===== src/rtl/pdc_pkg.sv =====
package pdc_pkg;
  typedef enum logic [3:0] {
    ST_IDLE,
    ST_ASET,
    ST_ROW,
    ST_CSET,
    ST_COL,
    ST_OPEN,
    ST_PRE,
    ST_RSET,
    ST_REF
  } pdc_state_e;
endpackage


===== src/rtl/pdc_addr_split.sv =====
module pdc_addr_split #(
  parameter int CHIP_W = 4,
  parameter int ROW_W  = 10,
  parameter int COL_W  = 10,
  localparam int AW    = CHIP_W + ROW_W + COL_W,
  localparam int NCHIP = 1 << CHIP_W
) (
  input  logic [AW-1:0]    addr,
  output logic [ROW_W-1:0] row,
  output logic [COL_W-1:0] col,
  output logic [NCHIP-1:0] sel_n
);
  logic [CHIP_W-1:0] chip;

  assign chip = addr[AW-1 -: CHIP_W];
  assign row  = addr[COL_W +: ROW_W];
  assign col  = addr[COL_W-1:0];

  for (genvar g = 0; g < NCHIP; g++) begin : g_sel
    assign sel_n[g] = (chip != CHIP_W'(g));
  end
endmodule


===== src/rtl/pdc_refresh.sv =====
module pdc_refresh #(
  parameter int TREFI = 780,
  parameter int ROW_W = 10,
  localparam int CW   = (TREFI > 1) ? $clog2(TREFI) : 1
) (
  input  logic             clk,
  input  logic             rst_n,
  input  logic             done,
  output logic             pend,
  output logic [ROW_W-1:0] row
);
  logic [CW-1:0]    cnt_q, cnt_d;
  logic             pend_q, pend_d;
  logic [ROW_W-1:0] row_q, row_d;
  logic             tick;

  assign tick = (cnt_q == '0);

  always_comb begin
    cnt_d  = tick ? CW'(TREFI - 1) : cnt_q - 1'b1;
    pend_d = pend_q;
    if (tick)      pend_d = 1'b1;
    else if (done) pend_d = 1'b0;
    row_d  = done ? row_q + 1'b1 : row_q;
  end

  always_ff @(posedge clk or negedge rst_n) begin
    if (!rst_n) begin
      cnt_q  <= CW'(TREFI - 1);
      pend_q <= 1'b0;
      row_q  <= '0;
    end else begin
      cnt_q  <= cnt_d;
      pend_q <= pend_d;
      row_q  <= row_d;
    end
  end

  assign pend = pend_q;
  assign row  = row_q;
endmodule


===== src/rtl/pdc_seq.sv =====
module pdc_seq
  import pdc_pkg::*;
#(
  parameter int TRCD = 2,
  parameter int TCAS = 2,
  parameter int TRP  = 2,
  parameter int TRAS = 4,
  parameter int AW   = 24,
  parameter int DW   = 8,
  localparam int M1   = (TRCD > TCAS) ? TRCD : TCAS,
  localparam int M2   = (TRP > TRAS) ? TRP : TRAS,
  localparam int MAXD = (M1 > M2) ? M1 : M2,
  localparam int CW   = $clog2(MAXD + 1)
) (
  input  logic          clk,
  input  logic          rst_n,
  input  logic          req_valid,
  input  logic          req_rd,
  input  logic [AW-1:0] req_addr,
  input  logic [DW-1:0] req_wdata,
  input  logic          page_hit,
  input  logic          ref_pend,
  input  logic [DW-1:0] dq_in,
  output logic [AW-1:0] lat_addr,
  output logic          ref_done,
  output logic          ras_n,
  output logic          cas_n,
  output logic          we_n,
  output logic          dq_oe,
  output logic [DW-1:0] dq_out,
  output logic          col_phase,
  output logic          ref_phase,
  output logic          cs_active,
  output logic          ready,
  output logic [DW-1:0] rdata
);
  pdc_state_e    st_q, st_d;
  logic [CW-1:0] cnt_q, cnt_d;
  logic          ready_q, ready_d;
  logic          take, cap;
  logic [AW-1:0] addr_q;
  logic          rd_q;
  logic [DW-1:0] wdata_q, rdata_q;

  always_comb begin
    st_d     = st_q;
    cnt_d    = (cnt_q != '0) ? cnt_q - 1'b1 : cnt_q;
    ready_d  = 1'b0;
    take     = 1'b0;
    cap      = 1'b0;
    ref_done = 1'b0;
    unique case (st_q)
      ST_IDLE: begin
        if (ref_pend) begin
          st_d = ST_RSET;
        end else if (req_valid) begin
          take = 1'b1;
          st_d = ST_ASET;
        end
      end
      ST_ASET: begin
        st_d  = ST_ROW;
        cnt_d = CW'(TRCD - 1);
      end
      ST_ROW: if (cnt_q == '0) st_d = ST_CSET;
      ST_CSET: begin
        st_d  = ST_COL;
        cnt_d = CW'(TCAS - 1);
      end
      ST_COL: begin
        if (cnt_q == '0) begin
          st_d    = ST_OPEN;
          ready_d = 1'b1;
          cap     = rd_q;
        end
      end
      ST_OPEN: begin
        if (!ready_q) begin
          if (ref_pend || (req_valid && !page_hit)) begin
            st_d  = ST_PRE;
            cnt_d = CW'(TRP - 1);
          end else if (req_valid) begin
            take = 1'b1;
            st_d = ST_CSET;
          end
        end
      end
      ST_PRE: if (cnt_q == '0) st_d = ST_IDLE;
      ST_RSET: begin
        st_d  = ST_REF;
        cnt_d = CW'(TRAS - 1);
      end
      ST_REF: begin
        if (cnt_q == '0) begin
          st_d     = ST_PRE;
          cnt_d    = CW'(TRP - 1);
          ref_done = 1'b1;
        end
      end
      default: st_d = ST_IDLE;
    endcase
  end

  always_ff @(posedge clk or negedge rst_n) begin
    if (!rst_n) begin
      st_q    <= ST_IDLE;
      cnt_q   <= '0;
      ready_q <= 1'b0;
    end else begin
      st_q    <= st_d;
      cnt_q   <= cnt_d;
      ready_q <= ready_d;
    end
  end

  always_ff @(posedge clk) begin
    if (take) begin
      addr_q  <= req_addr;
      rd_q    <= req_rd;
      wdata_q <= req_wdata;
    end
    if (cap) rdata_q <= dq_in;
  end

  assign col_phase = (st_q == ST_CSET) || (st_q == ST_COL);
  assign ref_phase = (st_q == ST_RSET) || (st_q == ST_REF);
  assign cs_active = (st_q == ST_ASET) || (st_q == ST_ROW) || (st_q == ST_OPEN) || col_phase;
  assign ras_n     = !((st_q == ST_ROW) || (st_q == ST_OPEN) || (st_q == ST_REF) || col_phase);
  assign cas_n     = (st_q != ST_COL);
  assign dq_oe     = col_phase && !rd_q;
  assign we_n      = !dq_oe;
  assign dq_out    = wdata_q;
  assign ready     = ready_q;
  assign rdata     = rdata_q;
  assign lat_addr  = addr_q;
endmodule


===== src/rtl/paged_dram_ctrl.sv =====
module paged_dram_ctrl #(
  parameter int CHIP_W = 4,
  parameter int ROW_W  = 10,
  parameter int COL_W  = 10,
  parameter int DW     = 8,
  parameter int TRCD   = 2,
  parameter int TCAS   = 2,
  parameter int TRP    = 2,
  parameter int TRAS   = 4,
  parameter int TREFI  = 780,
  localparam int AW    = CHIP_W + ROW_W + COL_W,
  localparam int NCHIP = 1 << CHIP_W,
  localparam int BUS_W = (ROW_W > COL_W) ? ROW_W : COL_W
) (
  input  logic             clk,
  input  logic             rst_n,
  input  logic             req_valid,
  input  logic             req_rd,
  input  logic [AW-1:0]    req_addr,
  input  logic [DW-1:0]    req_wdata,
  output logic             req_ready,
  output logic [DW-1:0]    rsp_rdata,
  output logic [NCHIP-1:0] dram_cs_n,
  output logic [BUS_W-1:0] dram_addr,
  output logic             dram_ras_n,
  output logic             dram_cas_n,
  output logic             dram_we_n,
  output logic [DW-1:0]    dram_dq_out,
  output logic             dram_dq_oe,
  input  logic [DW-1:0]    dram_dq_in
);
  logic [AW-1:0]    lat_addr;
  logic [ROW_W-1:0] lat_row, ref_row;
  logic [COL_W-1:0] lat_col;
  logic [NCHIP-1:0] lat_sel_n;
  logic             page_hit, ref_pend, ref_done;
  logic             col_phase, ref_phase, cs_active;

  assign page_hit = (req_addr[AW-1:COL_W] == lat_addr[AW-1:COL_W]);

  pdc_addr_split #(.CHIP_W(CHIP_W), .ROW_W(ROW_W), .COL_W(COL_W)) u_split (
    .addr  (lat_addr),
    .row   (lat_row),
    .col   (lat_col),
    .sel_n (lat_sel_n)
  );

  pdc_refresh #(.TREFI(TREFI), .ROW_W(ROW_W)) u_refresh (
    .clk   (clk),
    .rst_n (rst_n),
    .done  (ref_done),
    .pend  (ref_pend),
    .row   (ref_row)
  );

  pdc_seq #(
    .TRCD(TRCD), .TCAS(TCAS), .TRP(TRP), .TRAS(TRAS), .AW(AW), .DW(DW)
  ) u_seq (
    .clk       (clk),
    .rst_n     (rst_n),
    .req_valid (req_valid),
    .req_rd    (req_rd),
    .req_addr  (req_addr),
    .req_wdata (req_wdata),
    .page_hit  (page_hit),
    .ref_pend  (ref_pend),
    .dq_in     (dram_dq_in),
    .lat_addr  (lat_addr),
    .ref_done  (ref_done),
    .ras_n     (dram_ras_n),
    .cas_n     (dram_cas_n),
    .we_n      (dram_we_n),
    .dq_oe     (dram_dq_oe),
    .dq_out    (dram_dq_out),
    .col_phase (col_phase),
    .ref_phase (ref_phase),
    .cs_active (cs_active),
    .ready     (req_ready),
    .rdata     (rsp_rdata)
  );

  always_comb begin
    if (ref_phase)      dram_addr = BUS_W'(ref_row);
    else if (col_phase) dram_addr = BUS_W'(lat_col);
    else                dram_addr = BUS_W'(lat_row);
  end

  assign dram_cs_n = ref_phase ? '0 : (cs_active ? lat_sel_n : '1);
endmodule


===== config.mk =====
export PLATFORM = sky130hd
export DESIGN_NAME = paged_dram_ctrl
export DESIGN_NICKNAME = d
export VERILOG_FILES = /design/src/rtl/pdc_pkg.sv /design/src/rtl/pdc_addr_split.sv /design/src/rtl/pdc_refresh.sv /design/src/rtl/pdc_seq.sv /design/src/rtl/paged_dram_ctrl.sv
export SDC_FILE = /design/constraint.sdc
export NUM_CORES = 1
export LEC_CHECK = 0
export ABC_AREA = 0
export BUFFER_PORTS_ARGS = -buffer_cell sky130_fd_sc_hd__buf_2
export CORE_AREA = 2 2 108 68
export CTS_CLUSTER_DIAMETER = 150
export DETAILED_ROUTE_END_ITERATION = 7
export DIE_AREA = 0 0 110 70
export GPL_ROUTABILITY_DRIVEN = 0
export HOLD_SLACK_MARGIN = 0.05
export PLACE_DENSITY = 0.77
export SLEW_MARGIN = 20
export SYNTH_ARGS = -nofsm -noshare
export SYNTH_HDL_FRONTEND = slang
export SYNTH_SLANG_ARGS = --single-unit

===== constraint.sdc =====
create_clock -name clk -period 4.4 [get_ports clk]
set_input_delay 0.22 -clock clk [delete_from_list [all_inputs] [get_ports clk]]
set_output_delay 0.22 -clock clk [all_outputs]
set_load 0.01 [all_outputs]

* Word-level counts from Yosys, hierarchy flattened
Cells that the tools add are included.
W data, S select, Z words.
** Word-level totals
- Register bits :: 70
- Bits in latches :: 0
- RAM bits :: 0
- ROM bits :: 0
- Input port bits :: 44
- Output and inout bits :: 47
- Word-level logic and storage cells :: 100
- Memories :: 0
** Cells by class
- Add/sub/neg operators :: 3
- $mul :: 0
- Divide/modulo/power cells :: 0
- Order comparisons :: 0
- Equality and inequality tests :: 32
- Shifts and indexed selects :: 0
- Muxes and demuxes :: 32
- Bitwise logic cells :: 0
- Reduce and logical (&&, ||, !) cells :: 23
** Operators by type and width (number)
- $mux W4 :: 9
- $pmux W4 S9 :: 1
- $mux W16 :: 2
- $ne A4 B4 Y1 const B :: 8
- $mux W10 :: 3
- $ne A4 B3 Y1 const B :: 5
- $eq A4 B3 Y1 const B :: 4
- $eq A14 B14 Y1 :: 1
- $mux W3 :: 4
- $pmux W3 S4 :: 1
- $mux W1 :: 11
- $add A10 B1 Y10 const B :: 1
- $logic_not A10 Y1 :: 1
- $sub A10 B1 Y10 const B :: 1
- $logic_or A1 B1 Y1 :: 9
- $eq A4 B2 Y1 const B :: 2
- $ne A2 B1 Y1 const B :: 4
- $ne A4 B2 Y1 const B :: 2
- $reduce_and A7 Y1 :: 1
- $eq A4 B1 Y1 const B :: 1
- $eq A4 B4 Y1 const B :: 1
- $logic_not A1 Y1 :: 4
- $logic_not A4 Y1 :: 1
- $ne A4 B1 Y1 const B :: 1
- 11 further kinds :: 12

* Logic depth before layout (Yosys ltp)
- Depth in word-level cells :: 7
- Depth in mapped cells :: 9
- Gate-level depth less buffers :: 9

* Cells and area by module
From an unflattened synthesis, not the netlist that was laid out.
** Unflattened totals
- Cell total of the unflattened synthesis :: 348
- Area total of the unflattened synthesis :: 3766.1 µm²
** Modules (own cells, without submodules)
- pdc_seq :: instances 1, cells an instance 136, area an instance 1958.1 µm², sequential area each 1431.4 µm²
- pdc_refresh :: instances 1, cells an instance 84, area an instance 950.9 µm², sequential area each 531.8 µm²
- paged_dram_ctrl :: instances 1, cells an instance 88, area an instance 520.5 µm², sequential area each 0.0 µm²
- pdc_addr_split :: instances 1, cells an instance 40, area an instance 336.6 µm², sequential area each 0.0 µm²

* Worst setup path before layout
No wires, ideal clock.
- Kind :: register to register
- From :: reg u_seq.st_q[0]
- To :: reg u_seq.wdata_q[0] (netlist: u_seq.dq_out[0]), enable pin
- Library setup time :: 427 ps
- Arrival :: 2878 ps
- Setup slack :: 1095 ps
- Cell stages (with the launch flop) :: 8
- Cell sequence :: dfrtp_1 > buf_2 > nor2b_1 > nand2_1 > or2_2 > nor2_1 > a22oi_1 > nor2b_1
** Between the ends
- Word-level cells in the longest chain between the ends :: 2
** Ends and longest elaborated chain
- start, declared :: line pdc_seq.sv:37 : pdc_state_e st_q, st_d;
- start signal, assigned :: line pdc_seq.sv:110 : st_q <= st_d;
- $eq A4 B3 Y1 or $logic_not A4 Y1 (tied branches) :: line pdc_seq.sv:52 : unique case (st_q)
- $pmux W1 S2 (*) :: line pdc_seq.sv:52
- named net u_seq.take :: line pdc_seq.sv:40 : logic take, cap;
- end signal, assigned :: line pdc_seq.sv:120 : wdata_q <= req_wdata;
- end, declared :: line pdc_seq.sv:43 : logic [DW-1:0] wdata_q, rdata_q;
Mark *: on every way through the listed nets, which the timed path passes. The rest lies on a longest branch.
A chain may end at the register's enable or synchronous reset.

* Worst setup path in the final report
- From :: reg u_seq.st_q[0]
- To :: out dram_addr[1]
** Between the ends
- Word-level cells in the longest chain between the ends :: 4
** Ends and longest elaborated chain
- $eq A4 B2 Y1 or $eq A4 B3 Y1 (tied branches) :: line pdc_seq.sv:125 : assign col_phase = (st_q == ST_CSET) || (st_q == ST_COL);
- $logic_or A1 B1 Y1 :: line pdc_seq.sv:125
- $mux W10 :: line paged_dram_ctrl.sv:84 : else if (col_phase) dram_addr = BUS_W'(lat_col);
- $mux W10 (*) :: line paged_dram_ctrl.sv:83 : if (ref_phase) dram_addr = BUS_W'(ref_row);
- end, declared :: line paged_dram_ctrl.sv:24 : output logic [BUS_W-1:0] dram_addr,
Mark *: on every way between the ends. The rest lies on a longest branch, timed or not.

==> flow_metrics.tcl <==
set metrics [dict create \
    most-common-layout-cells "buf_2, edfxtp_1, dlygate4sd3_1, dfrtp_1, a21oi_1" \
    insertion_delay_ps 350 \
    grt_use_met2_pct 32.7 \
    cts_made_buffers 9 \
    post-route-period-util_pct 64.1 \
    rrSetupSlack_ps 1680 \
    ff2ff_path_depth 7 \
    yosys_warnings 0 \
    outcome "finished, final reports clean" \
    worstMarginPinSlew_ps 794 \
    drc_errors 0 \
    synth_ff_type "edfxtp_1" \
    n_antenna_cell 0 \
    async_flop_share_pct 41.4 \
    cts_sinks 70 \
    cp.required_ps 4180 \
    io_pins 91 \
    p_leak_uw 0.00180 \
    placed_cell_area_mm2 0.00389 \
    critPathSlowestCell "dfrtp_1" \
    routed_wl_um 7860 \
    ant_nets 0 \
    antenna_found_initial 0 \
    avgSynthCellArea_um2 11.5 \
    cts_tree "done" \
    setup_viol 0 \
    grt_first_pass_wirelength_um 12500 \
    die_x_um 110 \
    hold_ws_ps 77.1 \
    grt_max_degree 37 \
    ys_ff_latch 70 \
    hold_start "req_rd" \
    clkPwrFrac_pct 19.3 \
    regToRegStartpoint "u_seq.st_q[0]$_DFFE_PN0P_" \
    wire_per_inst_um 15.4 \
    dr.pass1.iters 4 \
    p_comb_share_pct 39.5 \
    critPathTopFamily "simple AND/OR/NAND/NOR gates" \
    finalClockSkew_ps 10.6 \
    crit_type "flop to output port" \
    core_mm2 0.00688 \
    cts_setup_buffers 0 \
    hp-class "input pin to flop" \
    critPathMaxFanout 36 \
    busiest_layer "met2" \
    drv_cap 0 \
    path_clk_slew_ps 70 \
    area_growth_pct 29.0 \
    port_buffers 90 \
    viasPerCell 5.17 \
    min_path_cells 1 \
    start_util_pct 49.1 \
    fin_crit_ps 2820 \
    synth_nets 343 \
    cp-startpoint "u_seq.st_q[0]$_DFFE_PN0P_" \
    clockBufferDepth 2 \
    syn-cell-area_mm2 0.00338 \
    synth_edf_count 41 \
    grt.total_usage_pct 21.8 \
    num_rows 24 \
    maxSlewViolCount 0 \
    drive_above_1_share_pct 29.7 \
    gr-total-overflow 0 \
    synth_cells 294 \
    cp_cell_sequence "nor2b_1, nand3_1, nand2_2, nand2_1, o21ai_0, buf_2" \
    cts.root.buffer_cell "clkbuf_8" \
    swShare_pct 38.3 \
    worst-path-buf-inv 1 \
    maxSlewHeadroom_pct 46.6 \
    cts_resized 0 \
    finalHoldViolCount 0 \
    arrival_ps 2600 \
    drtIter0Drc 175 \
    fin_nets 462 \
    dp_hpwl_um 5370 \
    fmax_mhz 354 \
    design_area_mm2 0.00436 \
    ys_seq_area_share_pct 58.1 \
    rsz0062_at_grt "false" \
    ys_types 48 \
    met3_usage_pct 6.26 \
    die_h_um 70 \
    cts_max_level 3 \
    tns_ps 0 \
    ir_drop_mv 0.331 \
    critPathLaunchType "flop" \
    cp-end-kind "output port" \
    die_area_mm2 0.00770 \
    power.density_mw_per_mm2 532 \
    grtUsageMet1_pct 30.1 \
    switchingPower_uw 889 \
    final_common_cell "buf_2" \
    seq_power_share_pct 41.2 \
    cpPeakStageDelay_ps 640 \
    power.internal_uw 1430 \
    grt_pass1_vias 2538 \
    whs_endpoint "u_seq.rd_q$_DFFE_PP_" \
    reg2reg_to "u_seq.dq_out[4]$_DFFE_PP_" \
    vias 2631 \
]
## metrics by stage
step                utilization (%)  total power [uW]  setup slack, ps  cells
CTS                            63.2              2320             1260    508
detailed placement             56.5              1850             1700    463
global route                   63.4              2480             1300    509
finish                         63.4              2320             1580    509
global placement               56.5              1840             1740    463
floorplan                         -              1570             1090    294
## cells by family after synthesis
logic type	after synthesis	synth area share, %
flip-flops	70	58.1
AND/OR/NAND/NOR	94	15.5
buffers and inverters	24	3.30
AO/OA/AOI/OAI	60	10.1
multiplexers	13	3.89
XOR/XNOR	28	7.26
adder cells (fa/ha/maj)	5	1.85
## cells in the mapped netlist (all sizes together) (2+ instances only)
library cell / number / area [um^2]
edfxtp: 41 / 1230
nor2: 25 / 120
dfrtp: 24 / 601
a21oi: 23 / 115
nand2: 23 / 86.3
o21ai: 20 / 100
xor2: 16 / 140
mux2i: 12 / 120
xnor2: 12 / 105
inv: 10 / 37.5
nor3: 10 / 55.1
buf: 9 / 55.1
nor2b: 6 / 37.5
nor4: 6 / 37.5
clkbuf: 5 / 18.8
dfstp: 5 / 131
ha: 5 / 62.6
nand2b: 5 / 31.3
nand4: 5 / 52.6
a31oi: 4 / 25.0
nor3b: 4 / 30.0
nand3: 3 / 20.0
a211oi: 2 / 15.0
a22oi: 2 / 15.0
o21bai: 2 / 15.0
o22ai: 2 / 12.5
## routing by layer
layer | up-vias | wire length (um)
met5 | - | 0
met4 | 0 | 72
met3 | 5 | 547
met2 | 92 | 3690
met1 | 1246 | 3550
li1 | 1288 | -
## sequential cells by signal, indices dropped and copies added (netlist names), 3 cells and up
register,count
u_refresh.cnt_q,10
u_refresh.row,10
u_seq.cnt_q,3
u_seq.dq_out,8
u_seq.lat_addr,24
u_seq.rdata,8
u_seq.st_q,4
## layout make-up
class	instances	area [um^2]
fillers	523	2520
flip-flops and latches	70	1960
multi-input cells	200	1310
repair buffers	122	766
clock buffers	11	141
well taps	91	114
inverters	10	37.5
clock inverters	5	26.3
## worst max path at each step
stage,endpoint,cells past startpoint
after floorplan,u_seq.dq_out[0]$_DFFE_PP_,7
after global placement,dram_addr[1],4
after detailed placement,dram_addr[1],4
after CTS,dram_addr[1],5
after global routing,dram_addr[2],6
final,dram_addr[1],6
## power by group through the flow
stage                     Clock (uW)  Sequential (uW)  Combinational, uW
after floorplan                    0              894                674
after global placement             0              955                880
after detailed placement           0              963                888
after CTS                        461              949                914
after global routing             486              972               1020
final                            448              955                917
## what timing repair did
item | in CTS | in global routing
hold buffers | 29 | 1
setup endpoints to repair | 0 | 0
endpoints found under the hold margin | 52 | 1
Power figures use the tool's default switching activity.
